## config.mk

```make
export PLATFORM = sky130hd
export DESIGN_NAME = odtr_switch
export DESIGN_NICKNAME = d
export VERILOG_FILES = /design/src/rtl/odtr_pkg.sv /design/src/rtl/odtr_step_table.sv /design/src/rtl/odtr_id_match.sv /design/src/rtl/odtr_switch.sv
export SDC_FILE = /design/constraint.sdc
export NUM_CORES = 1
export LEC_CHECK = 0
export ABC_AREA = 1
export BUFFER_PORTS_ARGS = -buffer_cell sky130_fd_sc_hd__buf_2
export CORE_ASPECT_RATIO = 1.2
export CORE_MARGIN = 5
export CORE_UTILIZATION = 33
export DETAILED_ROUTE_END_ITERATION = 8
export PLACE_DENSITY_LB_ADDON = 0.08
export SLEW_MARGIN = 20
export SYNTH_ARGS = -nofsm -noshare
export SYNTH_HDL_FRONTEND = slang
export SYNTH_SLANG_ARGS = --single-unit
```

## constraint.sdc

```tcl
create_clock -name clk_i -period 1.7 [get_ports clk_i]
set_input_delay 0.51 -clock clk_i [delete_from_list [all_inputs] [get_ports clk_i]]
set_output_delay 0.51 -clock clk_i [all_outputs]
set_load 0.05 [all_outputs]
```

## src/rtl/odtr_pkg.sv

```systemverilog
package odtr_pkg;
  localparam int DUMMY_W = 5;
  localparam int NADDR_W = 3;
  localparam int NBYTE_W = 3;

  typedef enum logic {PROTO_1S = 1'b0, PROTO_8D = 1'b1} proto_e;

  localparam logic [7:0] OP_WR_VREG = 8'h81;
  localparam logic [7:0] OP_RD_ID   = 8'h9F;
  localparam logic [7:0] REG_MODE   = 8'h00;
  localparam logic [7:0] REG_DUMMY  = 8'h01;
  localparam logic [7:0] MODE_OCT   = 8'hE7;
  localparam logic [7:0] MODE_SPI   = 8'hFF;
  localparam logic [7:0] DUMMY_DEF  = 8'h1F;

  typedef struct packed {
    logic [7:0]         op;
    logic [7:0]         addr;
    logic [NADDR_W-1:0] naddr;
    logic [DUMMY_W-1:0] ndummy;
    logic [NBYTE_W-1:0] nbytes;
    logic [15:0]        wdata;
    logic               write;
    proto_e             proto;
    logic               mode_wr;
    logic               last;
  } cmd_t;
endpackage

```

## src/rtl/odtr_step_table.sv

```systemverilog
module odtr_step_table
  import odtr_pkg::*;
#(
  parameter int ENA_DUMMY = 20,
  parameter int ID_DUMMY  = 8,
  parameter int LEN_W     = 3
) (
  input  logic             dir_i,
  input  logic [1:0]       step_i,
  input  proto_e           cur_i,
  input  logic             addr4_i,
  input  logic [LEN_W-1:0] len_i,
  output cmd_t             cmd_o
);
  logic [NADDR_W-1:0] aw;
  logic [NBYTE_W-1:0] len_n, len_even;

  assign aw       = addr4_i ? NADDR_W'(4) : NADDR_W'(3);
  assign len_n    = NBYTE_W'(len_i);
  assign len_even = len_n + NBYTE_W'(len_i[0]);

  always_comb begin
    cmd_o = '0;
    if (dir_i) begin
      unique case (step_i)
        2'd0: begin
          cmd_o.op = OP_WR_VREG; cmd_o.addr = REG_DUMMY; cmd_o.naddr = aw;
          cmd_o.nbytes = NBYTE_W'(1); cmd_o.wdata = {8'h00, 8'(ENA_DUMMY)};
          cmd_o.write = 1'b1; cmd_o.proto = cur_i;
        end
        2'd1: begin
          cmd_o.op = OP_WR_VREG; cmd_o.addr = REG_MODE; cmd_o.naddr = aw;
          cmd_o.nbytes = NBYTE_W'(1); cmd_o.wdata = {8'h00, MODE_OCT};
          cmd_o.write = 1'b1; cmd_o.proto = cur_i; cmd_o.mode_wr = 1'b1;
        end
        default: begin
          cmd_o.op = OP_RD_ID; cmd_o.ndummy = DUMMY_W'(ID_DUMMY);
          cmd_o.nbytes = len_even; cmd_o.proto = PROTO_8D; cmd_o.last = 1'b1;
        end
      endcase
    end else begin
      if (step_i == 2'd0) begin
        cmd_o.op = OP_WR_VREG; cmd_o.addr = REG_MODE; cmd_o.naddr = aw;
        cmd_o.nbytes = NBYTE_W'(2); cmd_o.wdata = {DUMMY_DEF, MODE_SPI};
        cmd_o.write = 1'b1; cmd_o.proto = PROTO_8D; cmd_o.mode_wr = 1'b1;
      end else begin
        cmd_o.op = OP_RD_ID; cmd_o.nbytes = len_n; cmd_o.proto = PROTO_1S;
        cmd_o.last = 1'b1;
      end
    end
  end
endmodule

```

## src/rtl/odtr_id_match.sv

```systemverilog
module odtr_id_match #(
  parameter int ID_BYTES = 6,
  parameter int LEN_W    = 3
) (
  input  logic [ID_BYTES*8-1:0] got_i,
  input  logic [ID_BYTES*8-1:0] exp_i,
  input  logic [LEN_W-1:0]      len_i,
  output logic                  match_o
);
  logic [ID_BYTES-1:0] byte_ok;

  for (genvar k = 0; k < ID_BYTES; k++) begin : g_byte
    assign byte_ok[k] = (32'(k) >= 32'(len_i)) ||
                        (got_i[k*8 +: 8] == exp_i[k*8 +: 8]);
  end

  assign match_o = &byte_ok;
endmodule

```

## src/rtl/odtr_switch.sv

```systemverilog
module odtr_switch
  import odtr_pkg::*;
#(
  parameter int ID_BYTES  = 6,
  parameter int ENA_DUMMY = 20,
  parameter int ID_DUMMY  = 8,
  parameter int ADDR_W    = 32
) (
  input  logic                  clk_i,
  input  logic                  rst_ni,
  input  logic                  start_i,
  input  logic                  enable_i,
  input  logic                  addr4_i,
  input  logic [2:0]            id_len_i,
  input  logic [ID_BYTES*8-1:0] exp_id_i,
  output logic                  busy_o,
  output logic                  done_o,
  output logic                  ok_o,
  output logic                  err_o,
  output logic                  proto_o,
  output logic                  req_valid_o,
  output logic [7:0]            cmd_op_o,
  output logic [ADDR_W-1:0]     cmd_addr_o,
  output logic [2:0]            cmd_naddr_o,
  output logic [4:0]            cmd_ndummy_o,
  output logic [2:0]            cmd_nbytes_o,
  output logic                  cmd_write_o,
  output logic [15:0]           cmd_wdata_o,
  output logic                  cmd_proto_o,
  input  logic                  rsp_valid_i,
  input  logic                  rsp_err_i,
  input  logic [ID_BYTES*8-1:0] rsp_data_i
);
  localparam int LEN_W = 3;

  typedef enum logic [1:0] {S_IDLE, S_ISSUE, S_WAIT, S_DONE} state_e;

  state_e     state_q;
  logic [1:0] step_q;
  logic       dir_q, addr4_q, ok_q, err_q;
  proto_e     proto_q;
  cmd_t       cmd;
  logic       id_match;

  odtr_step_table #(.ENA_DUMMY(ENA_DUMMY), .ID_DUMMY(ID_DUMMY), .LEN_W(LEN_W)) i_table (
    .dir_i  (dir_q),
    .step_i (step_q),
    .cur_i  (proto_q),
    .addr4_i(addr4_q),
    .len_i  (id_len_i),
    .cmd_o  (cmd)
  );

  odtr_id_match #(.ID_BYTES(ID_BYTES), .LEN_W(LEN_W)) i_match (
    .got_i  (rsp_data_i),
    .exp_i  (exp_id_i),
    .len_i  (id_len_i),
    .match_o(id_match)
  );

  always_ff @(posedge clk_i or negedge rst_ni) begin
    if (!rst_ni) begin
      state_q <= S_IDLE;
      step_q  <= '0;
      dir_q   <= 1'b0;
      addr4_q <= 1'b0;
      ok_q    <= 1'b0;
      err_q   <= 1'b0;
      proto_q <= PROTO_1S;
    end else begin
      unique case (state_q)
        S_IDLE: if (start_i) begin
          dir_q   <= enable_i;
          addr4_q <= addr4_i;
          step_q  <= '0;
          ok_q    <= 1'b0;
          err_q   <= 1'b0;
          state_q <= S_ISSUE;
        end
        S_ISSUE: state_q <= S_WAIT;
        S_WAIT: if (rsp_valid_i) begin
          if (rsp_err_i) begin
            err_q   <= 1'b1;
            state_q <= S_DONE;
          end else begin
            if (cmd.mode_wr) proto_q <= proto_e'(dir_q);
            if (cmd.last) begin
              ok_q    <= id_match;
              err_q   <= !id_match;
              state_q <= S_DONE;
            end else begin
              step_q  <= step_q + 2'd1;
              state_q <= S_ISSUE;
            end
          end
        end
        default: state_q <= S_IDLE;
      endcase
    end
  end

  assign busy_o       = (state_q != S_IDLE);
  assign done_o       = (state_q == S_DONE);
  assign ok_o         = ok_q;
  assign err_o        = err_q;
  assign proto_o      = proto_q;
  assign req_valid_o  = (state_q == S_ISSUE);
  assign cmd_op_o     = cmd.op;
  assign cmd_addr_o   = ADDR_W'(cmd.addr);
  assign cmd_naddr_o  = cmd.naddr;
  assign cmd_ndummy_o = cmd.ndummy;
  assign cmd_nbytes_o = cmd.nbytes;
  assign cmd_write_o  = cmd.write;
  assign cmd_wdata_o  = cmd.wdata;
  assign cmd_proto_o  = cmd.proto;

  a_r9_done_in_busy: assert property (@(posedge clk_i) disable iff (!rst_ni)
    done_o |-> busy_o);
  a_r7_ok_err_excl: assert property (@(posedge clk_i) disable iff (!rst_ni)
    !(ok_o && err_o));
  a_r8_err_abort: assert property (@(posedge clk_i) disable iff (!rst_ni)
    (state_q == S_WAIT && rsp_valid_i && rsp_err_i) |=> (done_o && err_o && !ok_o));
  a_r3_even_octal_read: assert property (@(posedge clk_i) disable iff (!rst_ni)
    (req_valid_o && cmd_proto_o && !cmd_write_o) |-> !cmd_nbytes_o[0]);
  a_r10_proto_idle_stable: assert property (@(posedge clk_i) disable iff (!rst_ni)
    !busy_o |=> $stable(proto_o));
  a_r11_req_single: assert property (@(posedge clk_i) disable iff (!rst_ni)
    req_valid_o |=> !req_valid_o);
  a_r9_start_ignored: assert property (@(posedge clk_i) disable iff (!rst_ni)
    (busy_o && start_i) |=> $stable(dir_q));
endmodule

```

== Yosys cells after proc, flatten, opt, wreduce, memory -nomap -nowiden ==
Cells that the tools add are included.

* $add $sub $neg: 2
* Order comparisons: 6
* Eq/ne operators: 16
* Multiplexer cells: 37
* Bitwise gates (word level): 1
* Reductions and logical operators: 19

{| class="wikitable"
|+ Operator list
! kind !! count
|-
| 8-bit equality test || 6
|-
| 23-bit 2-to-1 mux || 1
|-
| 19-bit 2-to-1 mux || 1
|-
| 9-bit one-hot mux with 2 select lines || 1
|-
| 2-bit 2-to-1 mux || 8
|-
| 14-bit 2-to-1 mux || 1
|-
| 1-bit 2-to-1 mux || 12
|-
| 3-bit 2-to-1 mux || 4
|-
| 5-bit 2-to-1 mux || 2
|-
| 2-bit inequality test, second input constant || 5
|-
| 5-bit AND reduction || 2
|-
| 4-bit 2-to-1 mux || 2
|-
| 4-bit one-hot mux with 2 select lines || 1
|-
| 4-bit AND reduction || 2
|-
| 1-bit by 3-bit >= comparator with 1-bit output, first input constant || 2
|-
| 2-bit by 3-bit >= comparator with 1-bit output, first input constant || 2
|-
| 3-bit >= comparator, first input constant || 2
|-
| 1-bit logical OR || 6
|-
| 2-bit one-hot mux with 3 select lines || 1
|-
| 6-bit AND reduction || 1
|-
| 2-bit by 1-bit equality test with 1-bit output, second input constant || 2
|-
| 2-bit equality test, second input constant || 2
|-
| 2-bit zero test || 2
|-
| 1-bit one-hot mux with 2 select lines || 2
|-
| other kinds (9) || 11
|}

* Bits in registers: 9
* Input port bits: 106
* Output and inout port bits: 75
* Word-level logic and storage cells: 88

== Depth between registers and ports, before layout ==
Gate-level depths: netlist of run 1.

* Word-level depth: 8
* Mapped depth: 12
* Depth with buffers taken out: 12

== Modules after synthesis ==
From an unflattened synthesis of run 1, not the netlist that was laid out.

* Cell total of the unflattened synthesis: 316
* Area total of the unflattened synthesis: 1845.5 µm²

{| class="wikitable"
|+ By module, submodules not included
! module !! instances !! cells each !! area an instance (µm²) !! sequential area each (µm²)
|-
| odtr_id_match || 1 || 160 || 780.7 || 0.0
|-
| odtr_switch || 1 || 88 || 658.1 || 225.2
|-
| odtr_step_table || 1 || 68 || 406.6 || 0.0
|}

== Worst setup path after synthesis of run 1 ==
No wires, ideal clock.

* Kind: register to output
* Start point: reg step_q[0]
* End point: out cmd_naddr_o[1]
* Arrival time: 2.842 ns
* Required time: 1.190 ns
* Setup slack: -1.652 ns
* Stages on the path, launching flop included: 8
* Path buffers: 1
* Path through: dfrtp_1 inv_1 ha_1 nor2_2 nor2_4 inv_2 nor2_1 buf_4

* Word-level cells in the longest chain between the ends: 3
* Elaborated cells between the ends (all ways): 5
* Those cells by class: 1 x eq/ne; 3 x mux; 1 x reduce/logical

{| class="wikitable"
|+ RTL lines
! item !! line !! text
|-
| start, declared || odtr_switch.sv:39 || <nowiki>logic [1:0] step_q;</nowiki>
|-
| start signal, assigned || odtr_switch.sv:92 || <nowiki>step_q <= step_q + 2'd1;</nowiki>
|-
| 2-bit by 1-bit equality test with 1-bit output / 2-bit zero test (equally long branches) || odtr_step_table.sv:25, odtr_step_table.sv:42 ||
|-
| 4-bit one-hot mux with 2 select lines / 3-bit 2-to-1 mux (equally long branches) || odtr_step_table.sv:25, odtr_step_table.sv:42 ||
|-
| 19-bit 2-to-1 mux (*) || odtr_step_table.sv:24 || <nowiki>if (dir_i) begin</nowiki>
|-
| end, declared || odtr_switch.sv:24 || <nowiki>output logic [2:0] cmd_naddr_o,</nowiki>
|}

Every way passes the cells marked *; elsewhere a longest branch is shown, timed or not.

== Final worst setup path of run 1 ==
* Start point: reg step_q[1]
* End point: out cmd_wdata_o[8]

* Word-level cells in the longest chain between the ends: 3

{| class="wikitable"
|+ RTL lines
! item !! line !! text
|-
| 2-bit zero test || odtr_step_table.sv:42 || <nowiki>if (step_i == 2'd0) begin</nowiki>
|-
| 14-bit 2-to-1 mux || odtr_step_table.sv:42 ||
|-
| 23-bit 2-to-1 mux || odtr_step_table.sv:24 ||
|-
| end, declared || odtr_switch.sv:28 || <nowiki>output logic [15:0] cmd_wdata_o,</nowiki>
|}

Every way passes these cells.

==> impl_metrics.env, run 1 <==
export IMPL_avgSynthCellArea_um2=6.41
export IMPL_io_buffers=138
export IMPL_coreArea_um2=5370
export IMPL_ys_flop_type="dfrtp_1"
export IMPL_drv_cap=0
export IMPL_drc=0
export IMPL_place_congestion=0.757
export IMPL_synth_compound_area_share_pct=5.29
export IMPL_antenna_left=0
export IMPL_layout_nets=548
export IMPL_insertion_delay_ns=0.24
export IMPL_cts_made_buffers=3
export IMPL_initial_core_util_pct=34.4
export IMPL_cp_slowest_stage_delay_ns=0.36
export IMPL_rsz0062_at_grt="true"
export IMPL_synth_xor_area_share_pct=19.0
export IMPL_cp_buffers_inverters=4
export IMPL_worst_hold_path_type="input pin to async pin"
export IMPL_cts_tree="yes"
export IMPL_worst_setup_path_type="flop to primary output"
export IMPL_antenna_cells=0
export IMPL_final_cell_area_um2=2890
export IMPL_yosys_area_share_simple_pct=29.2
export IMPL_period_minus_slack_ns=2.05
export IMPL_grt_max_degree=10
export IMPL_drive_gt1_share_pct=46.1
export IMPL_synth_edf_count=0
export IMPL_grt_pass1_vias=1897
export IMPL_clk_pin_slew_worst_paths_ns=0.05
export IMPL_path_cells="inv_2, ha_4, buf_6, inv_4, nor2_4, buf_6"
export IMPL_holdWs_ns=0.118
export IMPL_ctsLongestPathBuffers=2
export IMPL_track_usage_pct=13.4
export IMPL_slowest_stage="dfrtp_1"
export IMPL_p_leak_nw=1.64
export IMPL_ys_types=25
export IMPL_status="finished with violations"
export IMPL_startpoint_type="flop"
export IMPL_dpl_cell_area_um2=2510
export IMPL_finalPower_mw=5.75
export IMPL_slew_viol_final=0
export IMPL_grt_pass1_wl_um=8100
export IMPL_die_width_um=78.3
export IMPL_netlist_area_um2=1850
export IMPL_cts_sinks=9
export IMPL_wire_per_inst_um=10.4
export IMPL_yosysWarnings=0
export IMPL_synth_top_family_by_area="buffers and inverters"
export IMPL_finClkSkew_ns=0.00131
export IMPL_synth_async_reset_ratio_pct=100
export IMPL_peakVddDrop_v=0.00164
export IMPL_cp_common_cell="buf_6"
export IMPL_post_place_ws_ns=-0.291
export IMPL_end_kind="primary output"
export IMPL_synth_seq_cells=9
export IMPL_hold_viol_final=0
export IMPL_hold_buffers=0
export IMPL_finalSetupViolCount=27
export IMPL_design_die_area_um2=7190
export IMPL_first_iter_violations=35
export IMPL_synthMuxAreaShare_pct=0
export IMPL_ios=181
export IMPL_first_pass_iters=4
export IMPL_worstPathMaxFanout=7
export IMPL_cts_max_level=1
export IMPL_std_cell_rows=29
export IMPL_overflow=0
export IMPL_cts_root_buf="clkbuf_8"
export IMPL_period_share_pct=121
export IMPL_cp_top_family="buffers and inverters"
export IMPL_num_vias=2001
export IMPL_worstPathRequired_ns=1.19
export IMPL_antenna_found_initial=0
export IMPL_failed_checks="negative setup slack"
export IMPL_max_freq_mhz=487
export IMPL_area_delta_synth_final_pct=56.4
export IMPL_setup_tns_ns=-7.51
export IMPL_drt_vias_per_instance=4.02
export IMPL_power_per_cell_area_nw_per_um2=1990
export IMPL_seq_area_frac_synth_pct=12.2
export IMPL_cp_data_arrival_time_ns=1.54
export IMPL_fin_ws_ns=-0.355
export IMPL_synthAdderAreaFrac_pct=3.39
export IMPL_wirelength_um=5170
export IMPL_syn_inst=288
export IMPL_die_y_um=91.9
export IMPL_hpwl_um=4420
## routing by layer
layer  share of wire, %  global-route usage (%)  vias to the layer above
met5                  0                       0                        -
met4                1.0                    2.62                        0
met3                 11                    2.94                        4
met2                 53                    26.4                       95
met1                 35                    14.4                      848
li1                   -                       -                     1054
## path summary, 6_finish.rpt
| check | startpoint | endpoint | depth (start not counted) | slack (ns) |
|---|---|---|---|---|
| setup / recovery | step_q[1] | cmd_wdata_o[8] | 6 | -0.35 |
| hold / removal | rst_ni | state_q[1] | 1 | 0.12 |
| setup reg to reg | step_q[1] | state_q[1] | 10 | 0.17 |
| hold reg to reg | err_o | err_o | 2 | 0.47 |
| max in group asynchronous | rst_ni | state_q[0] | 1 | 1.38 |
| min in group clk_i | err_o | err_o | 2 | 0.47 |
## final cells by class
cell class | instances | area [µm²]
Tap cell | 62 | 77.6
Clock buffer | 4 | 45.0
Sequential cell | 9 | 226
Multi-Input combinational cell | 225 | 1310
Timing Repair Buffer | 160 | 1070
Fill cell | 562 | 2480
Inverter | 38 | 155
## cell usage in the layout, fill, tap and decap left out, types with 2 or more instances in the layout
cell,instances
dfrtp_1,8
buf_8,13
clkbuf_8,3
buf_4,21
o21ai_0,2
nand2_4,4
nor2_2,4
ha_4,2
a21oi_1,4
inv_1,25
nor2_4,8
xnor2_1,40
nand3_1,3
buf_6,14
nor2_1,20
conb_1,42
ha_1,3
inv_2,10
o21ai_1,3
nand2_1,79
buf_2,111
inv_4,2
## synth_stat cells (2+ instances only)
cell	number	share of area, %
nand2_1	83	17
buf_4	56	23
xnor2_1	40	19
inv_1	31	6.3
nor2_1	25	5.1
dfrtp_1	9	12
inv_2	7	1.4
ha_1	5	3.4
a21oi_1	4	1.1
nor2_2	4	1.4
nand3_1	3	0.81
nor2_4	3	1.8
o21ai_1	3	0.81
conb_1	2	0.41
o21ai_0	2	0.54
o22ai_1	2	0.68
## power by group
| group | switching (mW) | internal, mW | leakage, nW |
|---|---|---|---|
| combinational | 3.24 | 1.84 | 1.51 |
| sequential | 0.0966 | 0.302 | 0.111 |
| clock | 0.0955 | 0.164 | 0.0228 |
| total | 3.43 | 2.31 | 1.64 |
## what timing repair did
item	4_1_cts	5_1_grt
buffers inserted	5	3
endpoints found under the setup margin	27	29
pin swaps	3	5
gates resized for setup	61	24
## state kept, by name, summed over array words and instances, names as in the netlist
signal   count
ok_o         1
dir_q        1
state_q      2
addr4_q      1
step_q       2
proto_o      1
err_o        1
## kinds of logic after synthesis
kind of cell | Yosys count
AOI/OAI and AO/OA | 15
xor gates and xnor gates | 40
adders and majority gates | 5
buffers and inverters | 94
DFF | 9
other | 2
and+or+nand+nor | 123
## through the flow
| step | utilization (%) | instances |
|---|---|---|
| floorplan | - | 328 |
| global placement | 46.8 | 486 |
| detailed placement | 46.8 | 486 |
| CTS | 52.1 | 495 |
| global route | 53.8 | 498 |
| finish | 53.8 | 498 |
Note: power is estimated with default switching activity, not from simulation.
==> inputs of run 2 (changes only) <==
--- a/config.mk
+++ b/config.mk
@@ -12,7 +12,9 @@
 export CORE_UTILIZATION = 33
 export DETAILED_ROUTE_END_ITERATION = 8
 export PLACE_DENSITY_LB_ADDON = 0.08
+export SKIP_LAST_GASP = 1
 export SLEW_MARGIN = 20
 export SYNTH_ARGS = -nofsm -noshare
 export SYNTH_HDL_FRONTEND = slang
+export SYNTH_HIERARCHICAL = 1
 export SYNTH_SLANG_ARGS = --single-unit
==> run 2 against run 1 <==
Compared with the run above:
- the run still ends with negative setup slack left
- total power fell by 26%
- combinational power fell by 30%
- sequential power rose by 6.8%
- sequential share of layout area rose by 0.64 points
- flip-flop and latch count did not move
- setup slack improved by 0.25 ns
- wire length fell by 6.7%
- critical path type unchanged
- largest power group unchanged
==> impl_metrics.env, run 2 <==
export IMPL_cts_tree="yes"
export IMPL_netlist_top_cells_area="buf_4 (24%), nand2_1 (22%), xnor2_1 (17%), dfrtp_1 (12%), inv_1 (8.7%)"
export IMPL_wirelength_um=4830
export IMPL_worstPathMaxFanout=9
export IMPL_yosys_area_top_type="buf_4"
export IMPL_overflow=0
export IMPL_synth_compound_area_share_pct=1.63
export IMPL_track_usage_pct=12.3
export IMPL_yosysWarnings=6
export IMPL_fin_ws_ns=-0.106
export IMPL_grt_max_degree=10
export IMPL_synthMuxAreaShare_pct=0
export IMPL_cp_slowest_stage_delay_ns=0.44
export IMPL_synth_common_cells="nand2_1 (106), buf_4 (58), inv_1 (43)"
export IMPL_cts_sinks=9
export IMPL_rsz0062_at_grt="true"
export IMPL_cts_made_buffers=3
export IMPL_wire_per_inst_um=9.42
export IMPL_synthAdderAreaFrac_pct=0.678
export IMPL_period_minus_slack_ns=1.81
export IMPL_ctsLongestPathBuffers=2
export IMPL_final_common_cell="buf_2"
export IMPL_largest_registers="state_q (2), step_q (2)"
export IMPL_drive_gt1_share_pct=39.6
export IMPL_antenna_cells=0
export IMPL_grt_pass1_wl_um=7480
export IMPL_synth_async_reset_ratio_pct=100
export IMPL_ys_flop_type="dfrtp_1"
export IMPL_antenna_left=0
export IMPL_drv_cap=0
export IMPL_power_per_cell_area_nw_per_um2=1570
export IMPL_netlist_area_um2=1850
export IMPL_reg2reg_setup_slack_ns=0.22
export IMPL_drc=0
export IMPL_ys_types=20
export IMPL_peakVddDrop_v=0.00107
export IMPL_holdWs_ns=0.128
export IMPL_insertion_delay_ns=0.23
export IMPL_r2r_end="proto_o"
export IMPL_synth_xor_area_share_pct=17.1
export IMPL_io_buffers=138
export IMPL_first_iter_violations=44
export IMPL_grt_pass1_vias=1920
export IMPL_finClkSkew_ns=0.00496
export IMPL_post_place_ws_ns=-0.0794
export IMPL_place_congestion=0.766
export IMPL_status="finished with violations"
export IMPL_worst_setup_path_type="flop to primary output"
export IMPL_reg2reg_depth=9
export IMPL_syn_inst=316
export IMPL_p_leak_nw=1.62
export IMPL_avgSynthCellArea_um2=5.84
export IMPL_layout_nets=558
export IMPL_worst_hold_path_type="input pin to async pin"
export IMPL_design_die_area_um2=7190
export IMPL_clk_pin_slew_worst_paths_ns=0.05
export IMPL_die_width_um=78.3
export IMPL_startpoint_type="flop"
export IMPL_slowest_stage="dfrtp_2"
export IMPL_synth_top_family_by_area="simple AND/OR/NAND/NOR gates"
export IMPL_std_cell_rows=29
export IMPL_die_y_um=91.9
export IMPL_yosys_area_share_simple_pct=34.6
export IMPL_area_delta_synth_final_pct=46.2
export IMPL_period_share_pct=106
export IMPL_initial_core_util_pct=34.4
export IMPL_max_freq_mhz=554
export IMPL_slew_viol_final=0
export IMPL_cts_max_level=1
export IMPL_drt_vias_per_instance=3.97
export IMPL_failed_checks="negative setup slack"
export IMPL_hold_viol_final=0
export IMPL_yosysTopAreaCellShare_pct=23.6
export IMPL_worstPathRequired_ns=1.19
export IMPL_first_pass_iters=6
export IMPL_cp_data_arrival_time_ns=1.30
export IMPL_num_vias=2031
export IMPL_finalSetupViolCount=19
export IMPL_path_cells="inv_4, nand2_4, nand2_8, inv_8, nor2_4, buf_8"
export IMPL_synth_seq_cells=9
export IMPL_coreArea_um2=5370
export IMPL_seq_area_frac_synth_pct=12.2
export IMPL_synth_most_common_cell="nand2_1"
export IMPL_ios=181
export IMPL_mostFrequentLayoutCells="buf_2 (112), nand2_1 (104), conb_1 (42)"
export IMPL_end_kind="primary output"
export IMPL_cts_root_buf="clkbuf_8"
export IMPL_antenna_found_initial=0
export IMPL_synth_edf_count=0
export IMPL_r2r_start="step_q[1]"
export IMPL_hpwl_um=4400
[run 2: changes by cell type after synthesis, moves of 3 or more]
cell / change
xnor2_1: -5
nor2_4: -3
nand2_1: +23
inv_2: -4
nand3_1: +11
ha_1: -4
nand2_2: +4
inv_1: +12
a21oi_1: -3
[run 2: worst max-delay path: cells and delay by family, from the launching register on]
family | cells | cell delay, ns
flops | 1 | 0.44
buf+inv | 3 | 0.31
simple gates | 3 | 0.30
[run 2: metrics by stage]
stage	instances	util (%)	total power [mW]	area, µm²	setup TNS, ns
global placement	501	45.3	3.42	2430	-0.125
detailed placement	501	45.3	3.43	2430	-0.144
global route	512	50.3	4.47	2700	-3.00
finish	512	50.3	4.25	2700	-1.42
CTS	507	48.8	4.06	2620	-1.09
floorplan	355	-	3.27	2110	-1.55
[run 2: cell type report]
type | count | area (µm²)
Clock buffer | 4 | 45.0
Fill cell | 587 | 2670
Inverter | 47 | 196
Multi-Input combinational cell | 241 | 1240
Sequential cell | 9 | 229
Tap cell | 62 | 77.6
Timing Repair Buffer | 149 | 910
[run 2: power breakdown]
part           leakage (nW)  internal (mW)  total (mW)  switching, mW
Clock                0.0228          0.163       0.245         0.0819
Sequential            0.111          0.297       0.426          0.130
Combinational          1.49           1.15        3.58           2.42
[run 2: worst max-delay path by stage]
stage                 from         endpoint  slack, ns  cells past startpoint
2_1_floorplan    step_q[1]  cmd_wdata_o[10]      -0.18                      4
3_3_place_gp   id_len_i[0]  cmd_nbytes_o[2]      -0.07                      6
3_5_place_dp   id_len_i[0]  cmd_nbytes_o[2]      -0.08                      6
4_1_cts          step_q[1]   cmd_wdata_o[6]      -0.11                      4
5_1_grt          step_q[0]   cmd_naddr_o[1]      -0.19                      6
6_report         step_q[1]   cmd_naddr_o[1]      -0.11                      6
[run 2: layer usage]
| layer | vias to the layer above | GRT usage [%] | routed length [µm] |
|---|---|---|---|
| met1 | 834 | 11.7 | 1590 |
| li1 | 1089 | - | - |
| met2 | 106 | 25.9 | 2650 |
| met4 | 0 | 1.75 | 23 |
| met3 | 2 | 3.53 | 570 |
| met5 | - | 0 | 0 |
[run 2: kinds of logic (layout without fill, tap and decap cells)]
logic type,after synthesis,after routing
AO/OA/AOI/OAI,6,6
XOR/XNOR,36,36
adder cells (fa/ha/maj),1,1
buffers and inverters,105,200
flip-flops,9,9
other,3,42
AND/OR/NAND/NOR,156,156
[run 2: timing repair]
action,in CTS,in global routing
endpoints found under the setup margin,25,26
hold buffers,0,0
buffers inserted,2,5
gates resized for setup,42,11
pin swaps,3,3
